==> src/rtl/tp_pkg.sv <==
package tp_pkg;
    localparam int unsigned TP_DATA_W = 32;

    typedef enum logic [1:0] {
        SEL_RELOAD = 2'd0,
        SEL_DIVCNT = 2'd1,
        SEL_EVCNT  = 2'd2,
        SEL_NONE   = 2'd3
    } tp_sel_e;
endpackage

==> src/rtl/tp_tick_gen.sv <==
module tp_tick_gen #(
    parameter int unsigned DIV      = 5,
    parameter bit          EXT_TICK = 1'b0
) (
    input  logic clk_i,
    input  logic rst_ni,
    input  logic ext_tick_i,
    output logic tick_o
);
    localparam int unsigned CNT_W = (DIV > 1) ? $clog2(DIV) : 1;
    localparam logic [CNT_W-1:0] LAST = CNT_W'(DIV - 1);
    localparam logic [CNT_W-1:0] ONE  = CNT_W'(1);

    logic [CNT_W-1:0] cnt_d, cnt_q;
    logic             div_tick;

    assign div_tick = (cnt_q == LAST);

    always_comb begin
        cnt_d = div_tick ? '0 : cnt_q + ONE;
    end

    always_ff @(posedge clk_i or negedge rst_ni) begin
        if (!rst_ni) cnt_q <= '0;
        else         cnt_q <= cnt_d;
    end

    generate
        if (EXT_TICK) begin : g_ext
            assign tick_o = ext_tick_i | (div_tick & 1'b0);
        end else begin : g_int
            assign tick_o = div_tick | (ext_tick_i & 1'b0);
        end
    endgenerate
endmodule

==> src/rtl/tp_readmux.sv <==
module tp_readmux #(
    parameter int unsigned DATA_W = 32
) (
    input  logic [1:0]        sel_i,
    input  logic [DATA_W-1:0] reload_i,
    input  logic [DATA_W-1:0] divcnt_i,
    input  logic [DATA_W-1:0] evcnt_i,
    output logic [DATA_W-1:0] data_o
);
    import tp_pkg::*;

    always_comb begin
        unique case (tp_sel_e'(sel_i))
            SEL_RELOAD: data_o = reload_i;
            SEL_DIVCNT: data_o = divcnt_i;
            SEL_EVCNT:  data_o = evcnt_i;
            default:    data_o = '0;
        endcase
    end
endmodule

==> src/rtl/tick_prescaler.sv <==
module tick_prescaler #(
    parameter int unsigned DATA_W   = tp_pkg::TP_DATA_W,
    parameter int unsigned SYS_HZ   = 100_000_000,
    parameter int unsigned TICK_HZ  = 20_000_000,
    parameter bit          EXT_TICK = 1'b0
) (
    input  logic              clk_i,
    input  logic              rst_ni,
    input  logic              ext_tick_i,
    input  logic              wr_en_i,
    input  logic [1:0]        wr_sel_i,
    input  logic [DATA_W-1:0] wr_data_i,
    input  logic [1:0]        rd_sel_i,
    output logic [DATA_W-1:0] rd_data_o,
    output logic              tick_o
);
    import tp_pkg::*;

    localparam int unsigned DIV = (SYS_HZ / TICK_HZ > 0) ? SYS_HZ / TICK_HZ : 1;
    localparam logic [DATA_W-1:0] ONE = DATA_W'(1);

    typedef struct packed {
        logic [DATA_W-1:0] reload;
        logic [DATA_W-1:0] divcnt;
        logic [DATA_W-1:0] evcnt;
    } tp_state_t;

    tp_state_t         st_d, st_q;
    logic              tick;
    logic [DATA_W-1:0] reload_q, divcnt_q, evcnt_q;

    tp_tick_gen #(
        .DIV      (DIV),
        .EXT_TICK (EXT_TICK)
    ) i_tick_gen (
        .clk_i      (clk_i),
        .rst_ni     (rst_ni),
        .ext_tick_i (ext_tick_i),
        .tick_o     (tick)
    );

    assign tick_o = tick;

    // Tick update first, from held values; a write then overrides its own target.
    always_comb begin
        st_d = st_q;
        if (tick) begin
            if (st_q.divcnt != '0) begin
                st_d.divcnt = st_q.divcnt - ONE;
            end else begin
                st_d.divcnt = st_q.reload;
                st_d.evcnt  = st_q.evcnt + ONE;
            end
        end
        if (wr_en_i) begin
            unique case (tp_sel_e'(wr_sel_i))
                SEL_RELOAD: st_d.reload = wr_data_i;
                SEL_DIVCNT: st_d.divcnt = wr_data_i;
                SEL_EVCNT:  st_d.evcnt  = wr_data_i;
                default:    ;
            endcase
        end
    end

    always_ff @(posedge clk_i or negedge rst_ni) begin
        if (!rst_ni) st_q <= '0;
        else         st_q <= st_d;
    end

    assign reload_q = st_q.reload;
    assign divcnt_q = st_q.divcnt;
    assign evcnt_q  = st_q.evcnt;

    tp_readmux #(
        .DATA_W (DATA_W)
    ) i_readmux (
        .sel_i    (rd_sel_i),
        .reload_i (reload_q),
        .divcnt_i (divcnt_q),
        .evcnt_i  (evcnt_q),
        .data_o   (rd_data_o)
    );
endmodule

==> config.mk <==
export PLATFORM = sky130hd
export DESIGN_NAME = tick_prescaler
export DESIGN_NICKNAME = d
export VERILOG_FILES = /design/src/rtl/tp_pkg.sv /design/src/rtl/tp_tick_gen.sv /design/src/rtl/tp_readmux.sv /design/src/rtl/tick_prescaler.sv
export SDC_FILE = /design/constraint.sdc
export NUM_CORES = 1
export LEC_CHECK = 0
export BUFFER_PORTS_ARGS = -buffer_cell sky130_fd_sc_hd__buf_2
export CAP_MARGIN = 20
export CORE_ASPECT_RATIO = 0.5
export CORE_MARGIN = 4
export CORE_UTILIZATION = 50
export CTS_CLUSTER_DIAMETER = 40
export DETAILED_ROUTE_END_ITERATION = 7
export GPL_TIMING_DRIVEN = 0
export PLACE_DENSITY_LB_ADDON = 0.25
export REMOVE_ABC_BUFFERS = 1
export SYNTH_ARGS = -nofsm -noshare
export SYNTH_HDL_FRONTEND = slang
export SYNTH_HIERARCHICAL = 1
export SYNTH_SLANG_ARGS = --single-unit
==> constraint.sdc <==
create_clock -name clk_i -period 2.7 [get_ports clk_i]
set_clock_uncertainty 0.15 [all_clocks]
set_input_delay 0.675 -clock clk_i [delete_from_list [all_inputs] [get_ports clk_i]]
set_output_delay 0.675 -clock clk_i [all_outputs]
set_load 0.1 [all_outputs]
==> results of run 1 <==
-- worst max-delay path: stages --
cell and delay [ns]:
sky130_fd_sc_hd__buf_8 0.27, sky130_fd_sc_hd__nor2b_4 0.23, sky130_fd_sc_hd__buf_12 0.17, sky130_fd_sc_hd__o2bb2ai_1 0.16
sky130_fd_sc_hd__buf_4 0.33
-- metrics by stage --
step	hold WS (ns)	instance area [sq um]	TNS, ns
after global placement	0.298	6600	-279.91
after global routing	0.262	7760	-0.210
after CTS	0.237	7540	0
after detailed placement	0.308	6810	-50.07
final	0.207	7760	0
after floorplan	0.229	6040	-74.10
-- what timing repair did --
action	4_1_cts	5_1_grt
gates resized for setup	52	31
setup buffers	21	6
hold buffers	0	0
gates cloned	2	1
pin swaps	6	3
setup endpoints to repair	89	52
-- state kept, by name (all words and copies together), names as in the netlist --
register and count:
divcnt_q 32, evcnt_q 32, reload_q 32, i_tick_gen/cnt_q 3
-- worst max-delay path by stage --
stage | slack, ns | depth (start not counted) | startpoint | end
3_3_place_gp | -3.30 | 3 | wr_sel_i[1] | reload_q[22]$_DFFE_PN0P_
2_1_floorplan | -1.27 | 7 | divcnt_q[0]$_DFF_PN0_ | divcnt_q[1]$_DFF_PN0_
4_1_cts | 0.004 | 7 | divcnt_q[0]$_DFF_PN0_ | divcnt_q[22]$_DFF_PN0_
6_report | 0.02 | 5 | rd_sel_i[0] | rd_data_o[20]
5_1_grt | -0.06 | 6 | divcnt_q[13]$_DFF_PN0_ | evcnt_q[13]$_DFF_PN0_
3_5_place_dp | -1.23 | 4 | rd_sel_i[0] | rd_data_o[24]
-- logic make-up (layout without fill, tap and decap cells) --
group                      count (synthesis)  after routing  share of synthesized area
xor gates and xnor gates                  34             34                     0.0473
and+or+nand+nor                          235            238                      0.203
buffers and inverters                     54            132                     0.0453
adders and majority gates                  5              5                    0.00993
muxes                                     74             74                      0.125
AOI/OAI and AO/OA                        164            164                      0.176
DFF                                       99             99                      0.393
-- synthesized netlist by cell type (4+ instances only) --
cell,n
sky130_fd_sc_hd__and4_1,5
sky130_fd_sc_hd__mux2i_1,37
sky130_fd_sc_hd__nand3b_1,4
sky130_fd_sc_hd__nor2_1,62
sky130_fd_sc_hd__o21ai_0,26
sky130_fd_sc_hd__o311a_1,4
sky130_fd_sc_hd__nand3_1,23
sky130_fd_sc_hd__xor2_1,19
sky130_fd_sc_hd__mux2_2,37
sky130_fd_sc_hd__dfrtp_1,99
sky130_fd_sc_hd__nor3_1,24
sky130_fd_sc_hd__nor4_1,18
sky130_fd_sc_hd__nand4_1,17
sky130_fd_sc_hd__and3_1,13
sky130_fd_sc_hd__nor3b_1,4
sky130_fd_sc_hd__a31oi_1,8
sky130_fd_sc_hd__ha_1,5
sky130_fd_sc_hd__o22ai_1,6
sky130_fd_sc_hd__or3_1,8
sky130_fd_sc_hd__buf_6,10
sky130_fd_sc_hd__o2bb2ai_2,10
sky130_fd_sc_hd__xnor2_1,15
sky130_fd_sc_hd__clkbuf_1,32
sky130_fd_sc_hd__a21oi_1,67
sky130_fd_sc_hd__nand2_1,31
sky130_fd_sc_hd__o2bb2ai_1,24
sky130_fd_sc_hd__inv_1,7
-- metal layers --
layer | vias up | GRT usage | routed length (um)
met5 | - | 0 | 0
met4 | 0 | 0.0690 | 350
met3 | 42 | 0.0635 | 2230
met2 | 343 | 0.426 | 8890
met1 | 2895 | 0.418 | 9040
li1 | 2652 | - | -
-- area by class of cell --
| type | instances | share of cell area |
|---|---|---|
| Clock buffer | 12 | 0.0318 |
| Multi-Input combinational cell | 515 | 0.491 |
| Timing Repair Buffer | 109 | 0.115 |
| Clock inverter | 4 | 0.0126 |
| Inverter | 7 | 0.00339 |
| Tap cell | 165 | 0.0266 |
| Sequential cell | 99 | 0.320 |
-- report_power, final --
group / total [W] / internal (W) / switching (W)
Clock: 0.00150 / 0.000933 / 0.000566
Combinational: 0.00168 / 0.000568 / 0.00111
Sequential: 0.00211 / 0.00173 / 0.000375
Total: 0.00528 / 0.00323 / 0.00205
==> metrics.log, run 1 <==
[metrics] result of the run: finished clean
[metrics] pre-CTS setup slack: -1.23 ns
[metrics] min cycle time layout: 2.68 ns
[metrics] Detailed Route Iter0 Violations: 704
[metrics] headroom to the max-slew limit: 0.344
[metrics] max-slew violation count: 0
[metrics] number of design rule violations left after detail routing: 0
[metrics] top cell type by total area after synthesis: sky130_fd_sc_hd__dfrtp_1
[metrics] reported leakage power: 3.14 nW
[metrics] worst reg-to-reg setup slack: 0.02 ns
[metrics] transition at the pin with the smallest max-transition slack: 0.984 ns
[metrics] Cell Rows: 28
[metrics] Finish-stage setup viols: 0
[metrics] most used flip-flop cell after synthesis: sky130_fd_sc_hd__dfrtp_1
[metrics] final clock period utilization by the worst path: 0.992
[metrics] critical register-to-register path endpoint: evcnt_q[13]$_DFF_PN0_
[metrics] root cell of the clock tree: sky130_fd_sc_hd__clkbuf_16
[metrics] max-cap viol count: 0
[metrics] CTS max path bufs: 2
[metrics] Critical Path Fanout Max: 34
[metrics] kind of path behind the tightest hold check: input pin to asynchronous set/reset pin
[metrics] hold violation count in the final report: 0
[metrics] vias per cell: between 6 and 7
[metrics] total detailed-routing wirelength: 20500 um
[metrics] clock slew seen by the registers of the worst setup and hold paths: 0.07 ns
[metrics] area delta synth->final: 23.1%
[metrics] post-route insts no fill: 911
[metrics] HPWL reported at the end of detailed placement: 12700 um
[metrics] number of distinct library cells after synthesis: 62
[metrics] startpoint-to-endpoint class of the critical path: input pin to primary output
[metrics] EDFF count, synth: 0
[metrics] Cells after DPL: 865
[metrics] sequential share of the synthesized area: 0.393
[metrics] remaining antenna violation count: 0
[metrics] Die Area: 0.0146 sq mm
[metrics] vias after detailed routing: roughly 5900
[metrics] starting utilization of the core area: 0.523
[metrics] highest-count cells in the layout ignoring fill and taps: 98 x sky130_fd_sc_hd__dfrtp_1, 67 x sky130_fd_sc_hd__a21oi_1, 61 x sky130_fd_sc_hd__nor2_1
[metrics] Core Region: approximately 0.012 sq mm
[metrics] depth of the worst register-to-register path: 6
[metrics] sequential cell area: roughly 0.0025 sq mm
[metrics] origin of the critical flop-to-flop path: divcnt_q[16]$_DFF_PN0_
[metrics] final net count: around 790
[metrics] Critical Path Start Type: input pin
[metrics] area taken by multi-input logic gates: around 0.0038 sq mm
[metrics] largest net degree at the start of global routing: 51
[metrics] overflow left after global routing: 0
[metrics] maximum clock frequency: 0.373 GHz
[metrics] I/O Pins: 73
[metrics] share of the synthesized area in the top cell type: 0.393
[metrics] final core utilization: 0.644
[metrics] VDD IR max: about 0.00034 V
[metrics] most common cell after layout, fill and taps aside: sky130_fd_sc_hd__dfrtp_1
[metrics] number of global-route vias before repair: 5773
[metrics] average routed wire per standard cell: 22.5 um
[metrics] post-route setup slack: 0.0218 ns
[metrics] RSZ-0062 raised after global routing: true
[metrics] count of fill cells added during filler insertion: 975
[metrics] pwr/cell area: around 680 mW/mm^2
[metrics] wire length of the first global-routing pass: 32500 um
[metrics] # port buffers: 71
[metrics] ratio of cells with drive above 1 in the final layout: 0.292
[metrics] # diodes: 0
[metrics] CP Data Arrival Time: about 1.9 ns
[metrics] Post-Syn Area: around 0.0063 sq mm
[metrics] insertion delay to the later sink of the worst-skew pair: roughly 0.35 ns
[metrics] count of H-tree levels built during CTS: 3
[metrics] count of yosys warnings during synthesis: 6
[metrics] Die Y: 87.4 um
[metrics] all-layer global routing usage: 0.283
[metrics] Horiz. Die Dim: between 150 and 200 um
[metrics] PnR Total Power: roughly 0.0053 W
[metrics] initial antenna violation count: 0
[metrics] leading post-synthesis cells by cell area: sky130_fd_sc_hd__dfrtp_1 39%, sky130_fd_sc_hd__mux2_2 6.6%, sky130_fd_sc_hd__mux2i_1 5.9%
[metrics] total of flip-flops plus latches after synthesis: 99
[metrics] GP Congestion: roughly 0.92
[metrics] number of CTS-inserted buffers: 9
[metrics] Avg Cell Area, Syn: 9.47 sq um
[metrics] DR pass1 iterations: 6
[metrics] CP Capture Type: primary output
[metrics] CTS tree: yes
[metrics] CP required: between 1.5 and 2 ns
[metrics] share of flip-flops with an asynchronous set or reset after synthesis: 1.00
[metrics] Cells after Synth: 665
[metrics] clock sink count: 99
(Power assumes the default switching activity.)
==> run 2, diff against run 1 <==
--- a/config.mk
+++ b/config.mk
@@ -9,5 +9,5 @@
 export CAP_MARGIN = 20
 export CORE_ASPECT_RATIO = 0.5
-export CORE_MARGIN = 4
+export CORE_MARGIN = 10
 export CORE_UTILIZATION = 50
 export CTS_CLUSTER_DIAMETER = 40
--- a/constraint.sdc
+++ b/constraint.sdc
@@ -3,3 +3,3 @@
 set_input_delay 0.675 -clock clk_i [delete_from_list [all_inputs] [get_ports clk_i]]
 set_output_delay 0.675 -clock clk_i [all_outputs]
-set_load 0.1 [all_outputs]
+set_load 0.02 [all_outputs]
==> metrics.log, run 2 (synthesis results as in run 1) <==
[metrics] result of the run: finished clean
[metrics] Detailed Route Iter0 Violations: 752 (+6.8%)
[metrics] I/O Pins: 73 (unchanged)
[metrics] number of CTS-inserted buffers: 9 (unchanged)
[metrics] remaining antenna violation count: 0 (unchanged)
[metrics] clock sink count: 99 (unchanged)
[metrics] vias after detailed routing: 5945 (+0.22%)
[metrics] met2 routing resource usage after global routing: 0.347 (-0.0785)
[metrics] maximum clock frequency: 0.374 GHz (+0.13%)
[metrics] post-route insts no fill: 913 (+0.22%)
[metrics] overflow left after global routing: 0 (unchanged)
[metrics] ratio of cells with drive above 1 in the final layout: 0.289 (-0.00346)
[metrics] area post-placement: 0.00680 sq mm (-0.15%)
[metrics] GP Congestion: 0.909 (-1.3%)
[metrics] wire length of the first global-routing pass: 32200 um (-1.0%)
[metrics] CP Data Arrival Time: 1.85 ns (about the same)
[metrics] startpoint-to-endpoint class of the critical path: input pin to primary output
[metrics] final net count: 788 (+0.25%)
[metrics] total detailed-routing wirelength: 20700 um (+0.98%)
[metrics] Cell Rows: 28 (unchanged)
[metrics] routing layer with the top usage in global route: met2
[metrics] insertion delay to the later sink of the worst-skew pair: 0.36 ns (about the same)
[metrics] Die Y: 99.4 um (+14%)
[metrics] worst reg-to-reg setup slack: 0.05 ns (+0.03 ns)
[metrics] average routed wire per standard cell: 22.7 um (+0.75%)
[metrics] global routing met3 resource utilization: 0.0517 (-0.0118)
[metrics] CP max stage delay: 0.31 ns (-0.02 ns)
[metrics] final cell area excluding filler cells: 0.00760 sq mm (-2.0%)
[metrics] CP Cell Sequence: buf_6 -> nor2b_4 -> buf_12 -> o2bb2ai_1 -> buf_2
[metrics] clock slew seen by the registers of the worst setup and hold paths: 0.08 ns (about the same)
[metrics] sum of buffers and inverters on the critical path: 3 (unchanged)
[metrics] number of design rule violations left after detail routing: 0 (unchanged)
[metrics] count of H-tree levels built during CTS: 3 (unchanged)
[metrics] headroom to the max-slew limit: 0.412 (+0.0680)
[metrics] highest-count cells in the layout ignoring fill and taps: 98 x sky130_fd_sc_hd__dfrtp_1, 68 x sky130_fd_sc_hd__buf_2, 67 x sky130_fd_sc_hd__a21oi_1
[metrics] Flop pwr share: 0.444 (+0.045)
[metrics] net switching power of the design: 0.00162 W (-21%)
[metrics] # port buffers: 71 (unchanged)
[metrics] met1 capacity usage during global routing: 0.311 (-0.107)
[metrics] all-layer global routing usage: 0.228 (-0.0556)
[metrics] clock group share of total power: 0.313 (+0.029)
[metrics] CP Capture Type: primary output
[metrics] Worst setup startpoint: rd_sel_i[0]
[metrics] vias per cell: 6.51 (about the same)
[metrics] combinational power share: 0.242 (-0.075)
[metrics] pwr/cell area: 620 mW/mm^2 (-8.9%)
[metrics] HPWL reported at the end of detailed placement: 13300 um (+4.4%)
[metrics] Core Region: 0.0121 sq mm (unchanged)
[metrics] Critical Path Fanout Max: 34 (unchanged)
[metrics] CTS max path bufs: 2 (unchanged)
[metrics] max-cap viol count: 0 (unchanged)
[metrics] hold violation count in the final report: 0 (unchanged)
[metrics] cell with the biggest individual delay on the critical path: sky130_fd_sc_hd__buf_6
[metrics] root cell of the clock tree: sky130_fd_sc_hd__clkbuf_16
[metrics] count of hold-fix buffers inserted at cts: 0 (unchanged)
[metrics] switching share of power: 0.345 (-0.0432)
[metrics] internal power consumption: 0.00309 W (-4.4%)
[metrics] area delta synth->final: 20.7%
[metrics] initial antenna violation count: 0 (unchanged)
[metrics] CP required: 1.88 ns (about the same)
[metrics] max-slew violation count: 0 (unchanged)
[metrics] # diodes: 0 (unchanged)
[metrics] most common cell after layout, fill and taps aside: sky130_fd_sc_hd__dfrtp_1
[metrics] transition at the pin with the smallest max-transition slack: 0.882 ns (-0.102 ns)
[metrics] Critical Path Start Type: input pin
[metrics] kind of path behind the tightest hold check: input pin to asynchronous set/reset pin
[metrics] CTS tree: yes
[metrics] DR pass1 iterations: 5 (-1)
[metrics] starting utilization of the core area: 0.523 (unchanged)
[metrics] reported leakage power: 3.06 nW (-2.5%)
[metrics] delay-heaviest family, CP: buffers and inverters
[metrics] Die Area: 0.0178 sq mm (+22%)
[metrics] Horiz. Die Dim: 179 um (+7.2%)
[metrics] final clock period utilization by the worst path: 0.991 (-0.00129)
[metrics] Finish-stage setup viols: 0 (unchanged)
[metrics] origin of the critical flop-to-flop path: i_tick_gen/cnt_q[0]$_DFF_PN0_
[metrics] largest net degree at the start of global routing: 53 (+3.9%)
[metrics] VDD IR max: 0.000364 V (+7.9%)
[metrics] count of fill cells added during filler insertion: 987 (+1.2%)
[metrics] Cells after DPL: 866 (+0.12%)
[metrics] min cycle time layout: 2.67 ns (-0.00348 ns)
[metrics] number of global-route vias before repair: 5886 (+2.0%)
[run 2: cell count changes in the layout (fill, tap and decap cells not counted), moves of 3 or more]
cell                      delta
sky130_fd_sc_hd__buf_2      +32
sky130_fd_sc_hd__buf_4      -27
sky130_fd_sc_hd__buf_6       -3
sky130_fd_sc_hd__inv_6       +3
sky130_fd_sc_hd__nand3_2     -3
[run 2: layout make-up]
cell class	instances	area [sq um]	share of cell area
clock buffers	10	239	0.0314
inverters	7	26.3	0.00346
flip-flops and latches	99	2480	0.326
repair buffers	111	788	0.104
multi-input cells	515	3770	0.496
clock inverters	6	93.8	0.0123
well taps	165	206	0.0272
[run 2: final timing paths]
check,end,cells past startpoint
min,i_tick_gen/cnt_q[0]$_DFF_PN0_,1
min reg2reg,i_tick_gen/cnt_q[0]$_DFF_PN0_,1
max in group asynchronous,evcnt_q[27]$_DFF_PN0_,2
max reg2reg,evcnt_q[27]$_DFF_PN0_,8
min in group clk_i,i_tick_gen/cnt_q[0]$_DFF_PN0_,1
max,rd_data_o[24],5
[run 2: per-stage QoR]
| step | hold WS, ns | utilization | TNS (ns) | setup slack [ns] | power [W] |
|---|---|---|---|---|---|
| finish | 0.187 | 0.631 | 0 | 0.0253 | 0.00471 |
| global route | 0.233 | 0.631 | -0.0500 | -0.0154 | 0.00490 |
| CTS | 0.214 | 0.621 | 0 | 0.00579 | 0.00464 |
| detailed placement | 0.309 | 0.565 | -42.18 | -0.975 | 0.00314 |
| global placement | 0.302 | 0.548 | -270.64 | -3.23 | 0.00309 |
| floorplan | 0.229 | - | -64.13 | -1.27 | 0.00271 |
[run 2: layer usage]
layer,part of all wire,up-vias,wire length [um]
met3,0.088,41,1820
li1,-,2658,-
met1,0.45,2922,9220
met4,0.019,0,393
met5,0,-,0
met2,0.45,324,9270
[run 2: power groups by stage]
stage | registers (W) | clock network [W] | logic (W)
3_3_place_gp | 0.00207 | 0 | 0.00101
5_1_grt | 0.00213 | 0.00153 | 0.00123
6_report | 0.00209 | 0.00148 | 0.00114
3_5_place_dp | 0.00208 | 0 | 0.00106
2_1_floorplan | 0.00198 | 0 | 0.000725
4_1_cts | 0.00207 | 0.00148 | 0.00110
[run 2: repair_timing]
action / CTS / global route
pin swaps: 6 / 5
buffers inserted: 25 / 3
gates cloned: 2 / 1
gates resized for setup: 21 / 16
endpoints found under the setup margin: 89 / 29
==> run 3, diff against run 2 <==
Settings changed: PLACE_DENSITY set to 0.7, PLACE_DENSITY_LB_ADDON 0.25 to unset.
==> metrics.log, run 3 (synthesis results as in run 1) <==
[metrics] hold violation count in the final report: 0 (unchanged)
[metrics] reported leakage power: 3.05 nW (-0.26%)
[metrics] total detailed-routing wirelength: 20600 um (-0.47%)
[metrics] wire length of the first global-routing pass: 31900 um (-0.84%)
[metrics] remaining antenna violation count: 0 (unchanged)
[metrics] area post-placement: 0.00679 sq mm (-0.22%)
[metrics] Cell Rows: 28 (unchanged)
[metrics] DR pass1 iterations: 7 (+2)
[metrics] switching share of power: 0.345 (+0.000676)
[metrics] Core Region: 0.0121 sq mm (unchanged)
[metrics] number of CTS-inserted buffers: 9 (unchanged)
[metrics] area delta synth->final: 20.1%
[metrics] ratio of cells with drive above 1 in the final layout: 0.288 (-0.000749)
[metrics] CTS max path bufs: 2 (unchanged)
[metrics] headroom to the max-slew limit: 0.407 (-0.00521)
[metrics] Cells after DPL: 865 (-0.12%)
[metrics] Die Y: 99.4 um (unchanged)
[metrics] CP Capture Type: primary output
[metrics] post-route insts no fill: 908 (-0.55%)
[metrics] CP required: 1.88 ns (about the same)
[metrics] clock sink count: 99 (unchanged)
[metrics] final net count: 784 (-0.51%)
[metrics] insertion delay to the later sink of the worst-skew pair: 0.34 ns (-0.02 ns)
[metrics] min cycle time layout: 2.65 ns (-0.0237 ns)
[metrics] initial antenna violation count: 0 (unchanged)
[metrics] most common cell after layout, fill and taps aside: sky130_fd_sc_hd__dfrtp_1
[metrics] clock group share of total power: 0.286 (-0.027)
[metrics] internal power consumption: 0.00299 W (-3.1%)
[metrics] pwr/cell area: 604 mW/mm^2 (-2.5%)
[metrics] maximum clock frequency: 0.377 GHz (+0.89%)
[metrics] CTS tree: yes
[metrics] number of design rule violations left after detail routing: 0 (unchanged)
[metrics] result of the run: finished clean
[metrics] Horiz. Die Dim: 179 um (unchanged)
[metrics] Detailed Route Iter0 Violations: 616 (-18%)
[metrics] Finish-stage setup viols: 0 (unchanged)
[metrics] root cell of the clock tree: sky130_fd_sc_hd__clkbuf_16
[metrics] vias after detailed routing: 5941 (-0.067%)
[metrics] largest net degree at the start of global routing: 68 (+28%)
[metrics] VDD IR max: 0.000262 V (-28%)
[metrics] RSZ-0062 raised after global routing: true
[metrics] net switching power of the design: 0.00158 W (-2.8%)
[metrics] vias per cell: 6.54 (+0.48%)
[metrics] Critical Path Start Type: input pin
[metrics] max-cap viol count: 0 (unchanged)
[metrics] post-route setup slack: 0.0490 ns (+0.0237 ns)
[metrics] all-layer global routing usage: 0.224 (-0.00353)
[metrics] I/O Pins: 73 (unchanged)
[metrics] HPWL reported at the end of detailed placement: 13200 um (-0.68%)
[metrics] CP Data Arrival Time: 1.83 ns (-0.02 ns)
[metrics] kind of path behind the tightest hold check: input pin to asynchronous set/reset pin
[metrics] highest-count cells in the layout ignoring fill and taps: 96 x sky130_fd_sc_hd__dfrtp_1, 68 x sky130_fd_sc_hd__buf_2, 67 x sky130_fd_sc_hd__a21oi_1
[metrics] Die Area: 0.0178 sq mm (unchanged)
[metrics] number of global-route vias before repair: 5722 (-2.8%)
[metrics] final core utilization: 0.628 (-0.00301)
[metrics] Critical Path Fanout Max: 34 (unchanged)
[metrics] startpoint-to-endpoint class of the critical path: input pin to primary output
[metrics] count of H-tree levels built during CTS: 3 (unchanged)
[metrics] final cell area excluding filler cells: 0.00756 sq mm (-0.48%)
[metrics] pre-CTS setup slack: -0.991 ns (-0.0162 ns)
[metrics] Flop pwr share: 0.459 (+0.015)
[metrics] clock slew seen by the registers of the worst setup and hold paths: 0.07 ns (about the same)
[metrics] count of hold-fix buffers inserted at cts: 0 (unchanged)
[metrics] # diodes: 0 (unchanged)
[metrics] final clock period utilization by the worst path: 0.982 (-0.00878)
[metrics] starting utilization of the core area: 0.523 (unchanged)
[metrics] overflow left after global routing: 0 (unchanged)
[metrics] max-slew violation count: 0 (unchanged)
[metrics] # port buffers: 71 (unchanged)
[metrics] combinational power share: 0.255 (+0.013)
[metrics] setup TNS: 0 ns (unchanged)
[metrics] average routed wire per standard cell: 22.7 um (about the same)
[metrics] GP Congestion: 0.907 (-0.22%)
[metrics] transition at the pin with the smallest max-transition slack: 0.890 ns (+0.00781 ns)
==> run 3: per-layer routing <==
layer	global-route usage	vias up	wire length, um
met2	0.342	316	9230
met4	0.0619	0	317
met5	0	-	0
li1	-	2647	-
met1	0.313	2949	9020
met3	0.0487	29	2050
==> run 3: cell type report <==
type                            count  area, sq um
Multi-Input combinational cell    515         3800
Timing Repair Buffer              107          754
Inverter                            7         26.3
Clock inverter                      4         51.3
Clock buffer                       11          243
Sequential cell                    99         2480
Tap cell                          165          206
Fill cell                         967         4490
==> run 3: final timing paths <==
path / start / to / slack [ns] / cells after the start
max: rd_sel_i[0] / rd_data_o[3] / 0.05 / 5
min reg2reg: i_tick_gen/cnt_q[0]$_DFF_PN0_ / i_tick_gen/cnt_q[0]$_DFF_PN0_ / 0.31 / 1
min: rst_ni / i_tick_gen/cnt_q[0]$_DFF_PN0_ / 0.13 / 1
max reg2reg: divcnt_q[8]$_DFF_PN0_ / evcnt_q[13]$_DFF_PN0_ / 0.05 / 6
min in group clk_i: i_tick_gen/cnt_q[0]$_DFF_PN0_ / i_tick_gen/cnt_q[0]$_DFF_PN0_ / 0.31 / 1
max in group asynchronous: rst_ni / divcnt_q[28]$_DFF_PN0_ / 1.53 / 2
==> run 3: critical path, cell delays in order <==
cell and delay (ns):
sky130_fd_sc_hd__buf_6 0.32, sky130_fd_sc_hd__nor2b_4 0.30, sky130_fd_sc_hd__buf_12 0.18, sky130_fd_sc_hd__o2bb2ai_2 0.13
sky130_fd_sc_hd__buf_2 0.20
==> run 3: repair_timing <==
item                                   in CTS  in global routing
gates cloned                                2                  1
buffers inserted                           17                  8
endpoints found under the hold margin       0                  0
setup endpoints to repair                  84                 42
pin swaps                                   6                  7
resized for setup                          21                 25
==> run 3: power groups by stage <==
stage | Sequential (W) | Combinational (W) | Clock, W
finish | 0.00210 | 0.00117 | 0.00131
global placement | 0.00207 | 0.00102 | 0
detailed placement | 0.00208 | 0.00106 | 0
floorplan | 0.00198 | 0.000725 | 0
CTS | 0.00207 | 0.00110 | 0.00131
global route | 0.00213 | 0.00126 | 0.00138
==> run 3: per-stage QoR <==
stage                     hold WS [ns]  total power (W)
after detailed placement         0.305          0.00314
final                            0.130          0.00457
after global routing             0.152          0.00477
after global placement           0.303          0.00309
after CTS                        0.138          0.00448
after floorplan                  0.229          0.00271
